`config.mk`:
```
export PLATFORM = sky130hd
export DESIGN_NAME = txi_irq_ctrl
export DESIGN_NICKNAME = d
export VERILOG_FILES = /design/src/rtl/txi_pkg.sv /design/src/rtl/txi_underrun_flag.sv /design/src/rtl/txi_status_eval.sv /design/src/rtl/txi_irq_mask.sv /design/src/rtl/txi_irq_ctrl.sv
export SDC_FILE = /design/constraint.sdc
export NUM_CORES = 1
export LEC_CHECK = 0
export ABC_AREA = 1
export CORE_MARGIN = 8
export CORE_UTILIZATION = 38
export DETAILED_ROUTE_END_ITERATION = 16
export GPL_ROUTABILITY_DRIVEN = 0
export PLACE_DENSITY_LB_ADDON = 0.3
export REMOVE_ABC_BUFFERS = 1
export SLEW_MARGIN = 40
export SYNTH_ARGS = -nofsm -noshare
export SYNTH_HDL_FRONTEND = slang
export SYNTH_HIERARCHICAL = 1
export SYNTH_SLANG_ARGS = --single-unit
```
`constraint.sdc`:
```
create_clock -name clk -period 1.4 [get_ports clk]
set_input_delay 0.14 -clock clk [delete_from_list [all_inputs] [get_ports clk]]
set_output_delay 0.14 -clock clk [all_outputs]
set_load 0.03 [all_outputs]
```
`src/rtl/txi_pkg.sv`:
```
package txi_pkg;
  localparam int SRC_UNDERRUN = 0;
  localparam int SRC_TXREQ    = 1;
  localparam int SRC_TXDONE   = 2;
  localparam int NUM_SRC      = 3;

  typedef struct packed {
    logic half_empty;
    logic empty;
    logic busy;
  } fifo_flags_t;
endpackage

```
`src/rtl/txi_underrun_flag.sv`:
```
module txi_underrun_flag #(
  parameter int CLR_W      = 8,
  parameter int UR_CLR_BIT = 0
) (
  input  logic             clk,
  input  logic             rst,
  input  logic             drain_empty_i,
  input  logic             clr_wr_i,
  input  logic [CLR_W-1:0] clr_wdata_i,
  output logic             flag_next_o,
  output logic             flag_o
);
  logic clr_hit;

  always_comb begin
    clr_hit = clr_wr_i & clr_wdata_i[UR_CLR_BIT];
    if (drain_empty_i)
      flag_next_o = 1'b1;
    else if (clr_hit)
      flag_next_o = 1'b0;
    else
      flag_next_o = flag_o;
  end

  always_ff @(posedge clk) begin
    if (rst)
      flag_o <= 1'b0;
    else
      flag_o <= flag_next_o;
  end

  AST_UR_SET_WINS: assert property (@(posedge clk) disable iff (rst)
    drain_empty_i |=> flag_o);

  AST_UR_STICKY: assert property (@(posedge clk) disable iff (rst)
    (!drain_empty_i && !(clr_wr_i && clr_wdata_i[UR_CLR_BIT])) |=> $stable(flag_o));

  AST_UR_CLEAR: assert property (@(posedge clk) disable iff (rst)
    (!drain_empty_i && clr_wr_i && clr_wdata_i[UR_CLR_BIT]) |=> !flag_o);
endmodule

```
`src/rtl/txi_status_eval.sv`:
```
module txi_status_eval
  import txi_pkg::*;
#(
  parameter int STAT_W = 8
) (
  input  logic              clk,
  input  logic              rst,
  input  logic              eval_i,
  input  logic              underrun_i,
  input  fifo_flags_t       flags_i,
  output logic [STAT_W-1:0] status_o
);
  logic [NUM_SRC-1:0] src;
  logic [STAT_W-1:0]  status_next;

  always_comb begin
    src               = '0;
    src[SRC_UNDERRUN] = underrun_i;
    src[SRC_TXREQ]    = flags_i.half_empty;
    src[SRC_TXDONE]   = flags_i.empty & ~flags_i.busy;
  end

  for (genvar i = 0; i < STAT_W; i++) begin : g_bit
    if (i < NUM_SRC) begin : g_src
      assign status_next[i] = src[i];
    end else begin : g_rsvd
      assign status_next[i] = 1'b0;
    end
  end

  always_ff @(posedge clk) begin
    if (rst)
      status_o <= '0;
    else if (eval_i)
      status_o <= status_next;
  end

  AST_STATUS_HOLD: assert property (@(posedge clk) disable iff (rst)
    !eval_i |=> $stable(status_o));

  AST_TXREQ_MIRROR: assert property (@(posedge clk) disable iff (rst)
    eval_i |=> status_o[SRC_TXREQ] == $past(flags_i.half_empty));

  AST_TXDONE_RULE: assert property (@(posedge clk) disable iff (rst)
    eval_i |=> status_o[SRC_TXDONE] == $past(flags_i.empty && !flags_i.busy));
endmodule

```
`src/rtl/txi_irq_mask.sv`:
```
module txi_irq_mask #(
  parameter int STAT_W = 8
) (
  input  logic              clk,
  input  logic              rst,
  input  logic              mask_wr_i,
  input  logic [STAT_W-1:0] mask_wdata_i,
  input  logic [STAT_W-1:0] status_i,
  output logic              irq_o
);
  logic [STAT_W-1:0] enable_q;
  logic [STAT_W-1:0] masked;

  always_ff @(posedge clk) begin
    if (rst)
      enable_q <= '0;
    else if (mask_wr_i)
      enable_q <= mask_wdata_i;
  end

  for (genvar i = 0; i < STAT_W; i++) begin : g_mask
    assign masked[i] = status_i[i] & enable_q[i];
  end

  always_ff @(posedge clk) begin
    if (rst)
      irq_o <= 1'b0;
    else
      irq_o <= |masked;
  end

  AST_MASK_LOAD: assert property (@(posedge clk) disable iff (rst)
    mask_wr_i |=> enable_q == $past(mask_wdata_i));

  AST_IRQ_LAG: assert property (@(posedge clk) disable iff (rst)
    $stable(status_i) && $stable(enable_q) |=> $stable(irq_o));
endmodule

```
`src/rtl/txi_irq_ctrl.sv`:
```
module txi_irq_ctrl
  import txi_pkg::*;
#(
  parameter int STAT_W     = 8,
  parameter int VIEW_W     = 7,
  parameter int CLR_W      = 8,
  parameter int UR_CLR_BIT = 0
) (
  input  logic              clk,
  input  logic              rst,
  input  logic              drain_empty_i,
  input  logic              half_empty_i,
  input  logic              empty_i,
  input  logic              busy_i,
  input  logic              host_wr_i,
  input  logic              sink_req_i,
  input  logic              mask_wr_i,
  input  logic [STAT_W-1:0] mask_wdata_i,
  input  logic              clr_wr_i,
  input  logic [CLR_W-1:0]  clr_wdata_i,
  output logic              underrun_o,
  output logic [STAT_W-1:0] status_o,
  output logic [VIEW_W-1:0] all_ints_o,
  output logic              irq_o
);
  localparam int VIEW_USED = (VIEW_W < STAT_W) ? VIEW_W : STAT_W;

  logic        ur_next;
  logic        eval;
  fifo_flags_t flags;

  assign eval  = host_wr_i | sink_req_i | mask_wr_i | clr_wr_i;
  assign flags = '{half_empty: half_empty_i, empty: empty_i, busy: busy_i};

  txi_underrun_flag #(.CLR_W(CLR_W), .UR_CLR_BIT(UR_CLR_BIT)) u_flag (
    .clk           (clk),
    .rst           (rst),
    .drain_empty_i (drain_empty_i),
    .clr_wr_i      (clr_wr_i),
    .clr_wdata_i   (clr_wdata_i),
    .flag_next_o   (ur_next),
    .flag_o        (underrun_o)
  );

  txi_status_eval #(.STAT_W(STAT_W)) u_eval (
    .clk        (clk),
    .rst        (rst),
    .eval_i     (eval),
    .underrun_i (ur_next),
    .flags_i    (flags),
    .status_o   (status_o)
  );

  txi_irq_mask #(.STAT_W(STAT_W)) u_mask (
    .clk          (clk),
    .rst          (rst),
    .mask_wr_i    (mask_wr_i),
    .mask_wdata_i (mask_wdata_i),
    .status_i     (status_o),
    .irq_o        (irq_o)
  );

  for (genvar i = 0; i < VIEW_W; i++) begin : g_view
    if (i < VIEW_USED) begin : g_live
      assign all_ints_o[i] = status_o[i];
    end else begin : g_zero
      assign all_ints_o[i] = 1'b0;
    end
  end

  AST_UR_MIRROR: assert property (@(posedge clk) disable iff (rst)
    eval |=> status_o[SRC_UNDERRUN] == underrun_o);

  AST_RSVD_ZERO: assert property (@(posedge clk) disable iff (rst)
    status_o[STAT_W-1:NUM_SRC] == '0);
endmodule

```
==> impl_results.md <==
- WL per Instance: 11.2 µm
- Flop2flop setup slack: 0.66 ns
- Power per Cell Area: 939 nW/µm²
- Ranking of synthesized cells by area: dfxtp_1 (40%), nand2_1 (18%), buf_4 (14%)
- Final hold violations: 0
- CTS tree: yes
- Count leader, synth: nand2_1
- Post-DRT Antenna Nets: 0
- Initial drt markers: 5
- Crit end category: output port
- Worst setup margin: 0.197 ns
- All-Layer GR Usage: 9.10%
- Post-synth top area share: 39.5%
- Reg2reg start: u_eval/status_o[2]
- RSZ-0062 raised after global routing: false
- WHS Endpoint: u_mask/enable_q[7]
- Bufs on Longest Clock Path: 2
- First-pass GRT wire length: 2.36 mm
- Die extent in y: 57.6 µm
- CP max stage delay: 0.43 ns
- Worst min-delay path class: in -> reg
- Max_cap viols: 0
- Critical path's top delay family: buffers and inverters
- Vias post-DR: 559
- Status: finished, final reports clean
- Nets: 139
- Pre-CTS setup slack: 0.191 ns
- Ys Warns: 6
- Syn Inst Count: 88
- Layout area overhead: 35.9%
- Fin Setup TNS: 0 ns
- Largest net degree at the start of global routing: 9
- Port bufs: 26
- Die span in x: 57.6 µm
- Leading area contributor after synthesis: dfxtp_1
- CTS Buf Count: 3
- Asr flop ratio synth: 0%
- Initial core utilization: 39.4%
- Worst-path cell chain: dlygate4sd2_1
- Flops & latches, synth: 13
- Lkg Pwr: 0.417 nW
- Post-synthesis sequential area ratio: 39.5%
- Top FF cell, synth: dfxtp_1
- Post-synth top cells: nand2_1 (31), dfxtp_1 (13), buf_4 (12), a21oi_2 (10), nor2_1 (9)
- Min Tclk post-route: 1.20 ns
- CP startpoint kind: flip-flop
- Congestion Overflow GR: 0
- Fmax: 0.831 GHz
- Yosys cell types: 13
- Layout cell share with drive strength beyond 1: 17.0%
- DRC Markers: 0
- Hold Path Cell Cnt: 3
- Critical path class: reg -> out
- WP buf/inv: 1
- H-tree levels: 1
- Vias per std cell: 4.33
- Pre-antenna DRT Iters: 4
- Reg-to-reg endpoint: u_mask/irq_o
- Arrival time at the worst endpoint: 1.06 ns
- Setup Skew: 0.00124 ns
- HP Start: mask_wdata_i[7]
- DRT Wirelength: 1.45 mm
- Post-CTS Setup Inserts: 0
- Required @ worst endpoint: 1.26 ns
- Antenna diode count: 0
- Die ar.: 3320 µm²
- Setup violations, final: 0
- Reg clk slew, reported paths: 0.08 ns
- CTS sink count: 13
- Clock Latency Late Sink: 0.26 ns
- Crit-path max FO: 4
- Slowest-stage cell, CP: dlygate4sd2_1
- # rows: 15
- Number of synthesized flops with an enable pin: 0
- Core area: 1670 µm²
- Peak VDD IR: 0.000446 V
- Clock root buffer: clkbuf_4
- Worst-case reg-to-reg path depth: 4
- Initial antenna violation count: 0
- Post-synthesis cell area: 658 µm²
- Hold Slack: 0.430 ns
- Syn avg cell area: 7.48 µm²
- Num ports: 43
- Vias in the first global route: 531
- Max-slew violation count: 0
- Tcrit/Tclk final: 85.9%
- HPWL after detailed placement: 1.20 mm
sequential cells by signal, summed over array words and instances (netlist names):
register,count
u_eval/status_o,3
u_flag/flag_o,1
u_mask/enable_q,8
u_mask/irq_o,1
cells by family after synthesis:
family / count (synthesis) / synth area share [%]
compound gates: 14 / 16.3
buf+inv: 19 / 19.8
flops: 13 / 39.5
other cells: 1 / 0.570
simple gates: 41 / 23.8
routing by layer:
metal | global-route usage (%) | part of all wire, %
met1 | 9.81 | 44
met2 | 13.2 | 40
met3 | 6.40 | 16
met4 | 4.29 | 0
met5 | 0 | 0
report_power, final:
group          switching, mW  leakage (nW)  internal (mW)
Clock                  0.112        0.0150          0.110
Combinational          0.123         0.294         0.0898
Sequential            0.0130         0.108          0.393
how the worst max path moves through the flow:
stage	from	endpoint	slack, ns	cells past startpoint
final	u_eval/status_o[1]	all_ints_o[1]	0.20	1
after global routing	u_eval/status_o[1]	all_ints_o[1]	0.14	1
after CTS	u_eval/status_o[1]	all_ints_o[1]	0.17	1
after detailed placement	u_eval/status_o[1]	all_ints_o[1]	0.19	1
after global placement	u_eval/status_o[1]	status_o[1]	0.21	1
after floorplan	u_eval/status_o[2]	u_mask/irq_o	0.32	4
through the flow:
| stage | total power, mW | cell area (µm²) | std cells | util (%) |
|---|---|---|---|---|
| detailed placement | 0.638 | 878 | 125 | 52.6 |
| global placement | 0.636 | 878 | 125 | 52.6 |
| finish | 0.840 | 895 | 129 | 53.6 |
| floorplan | 0.527 | 567 | 78 | - |
| CTS | 0.855 | 895 | 129 | 53.6 |
| global route | 0.898 | 895 | 129 | 53.6 |
repair_timing:
| item | CTS | global route |
|---|---|---|
| endpoints found under the setup margin | 8 | 0 |
| endpoints found under the hold margin | 0 | 0 |
| hold buffers | 0 | 0 |
| resized for setup | 8 | 0 |
cells in the final DEF (no fill, tap or decap):
cell / count
nor2_1: 9
clkinv_4: 1
clkbuf_1: 1
a21oi_1: 1
a21oi_2: 10
o21ai_0: 3
buf_4: 4
clkdlybuf4s50_1: 18
nand2_2: 1
nand2_1: 31
inv_1: 4
conb_1: 5
dlygate4sd2_1: 8
dfxtp_1: 13
clkbuf_4: 3
layout make-up:
class | instances | area (µm²)
sequential | 13 | 260
fill | 173 | 776
multi-input combinational | 60 | 283
inverter | 5 | 23.8
timing repair buffer | 30 | 280
tap | 17 | 21.3
clock buffer | 4 | 26.3
Power figures use the tool's default switching activity.
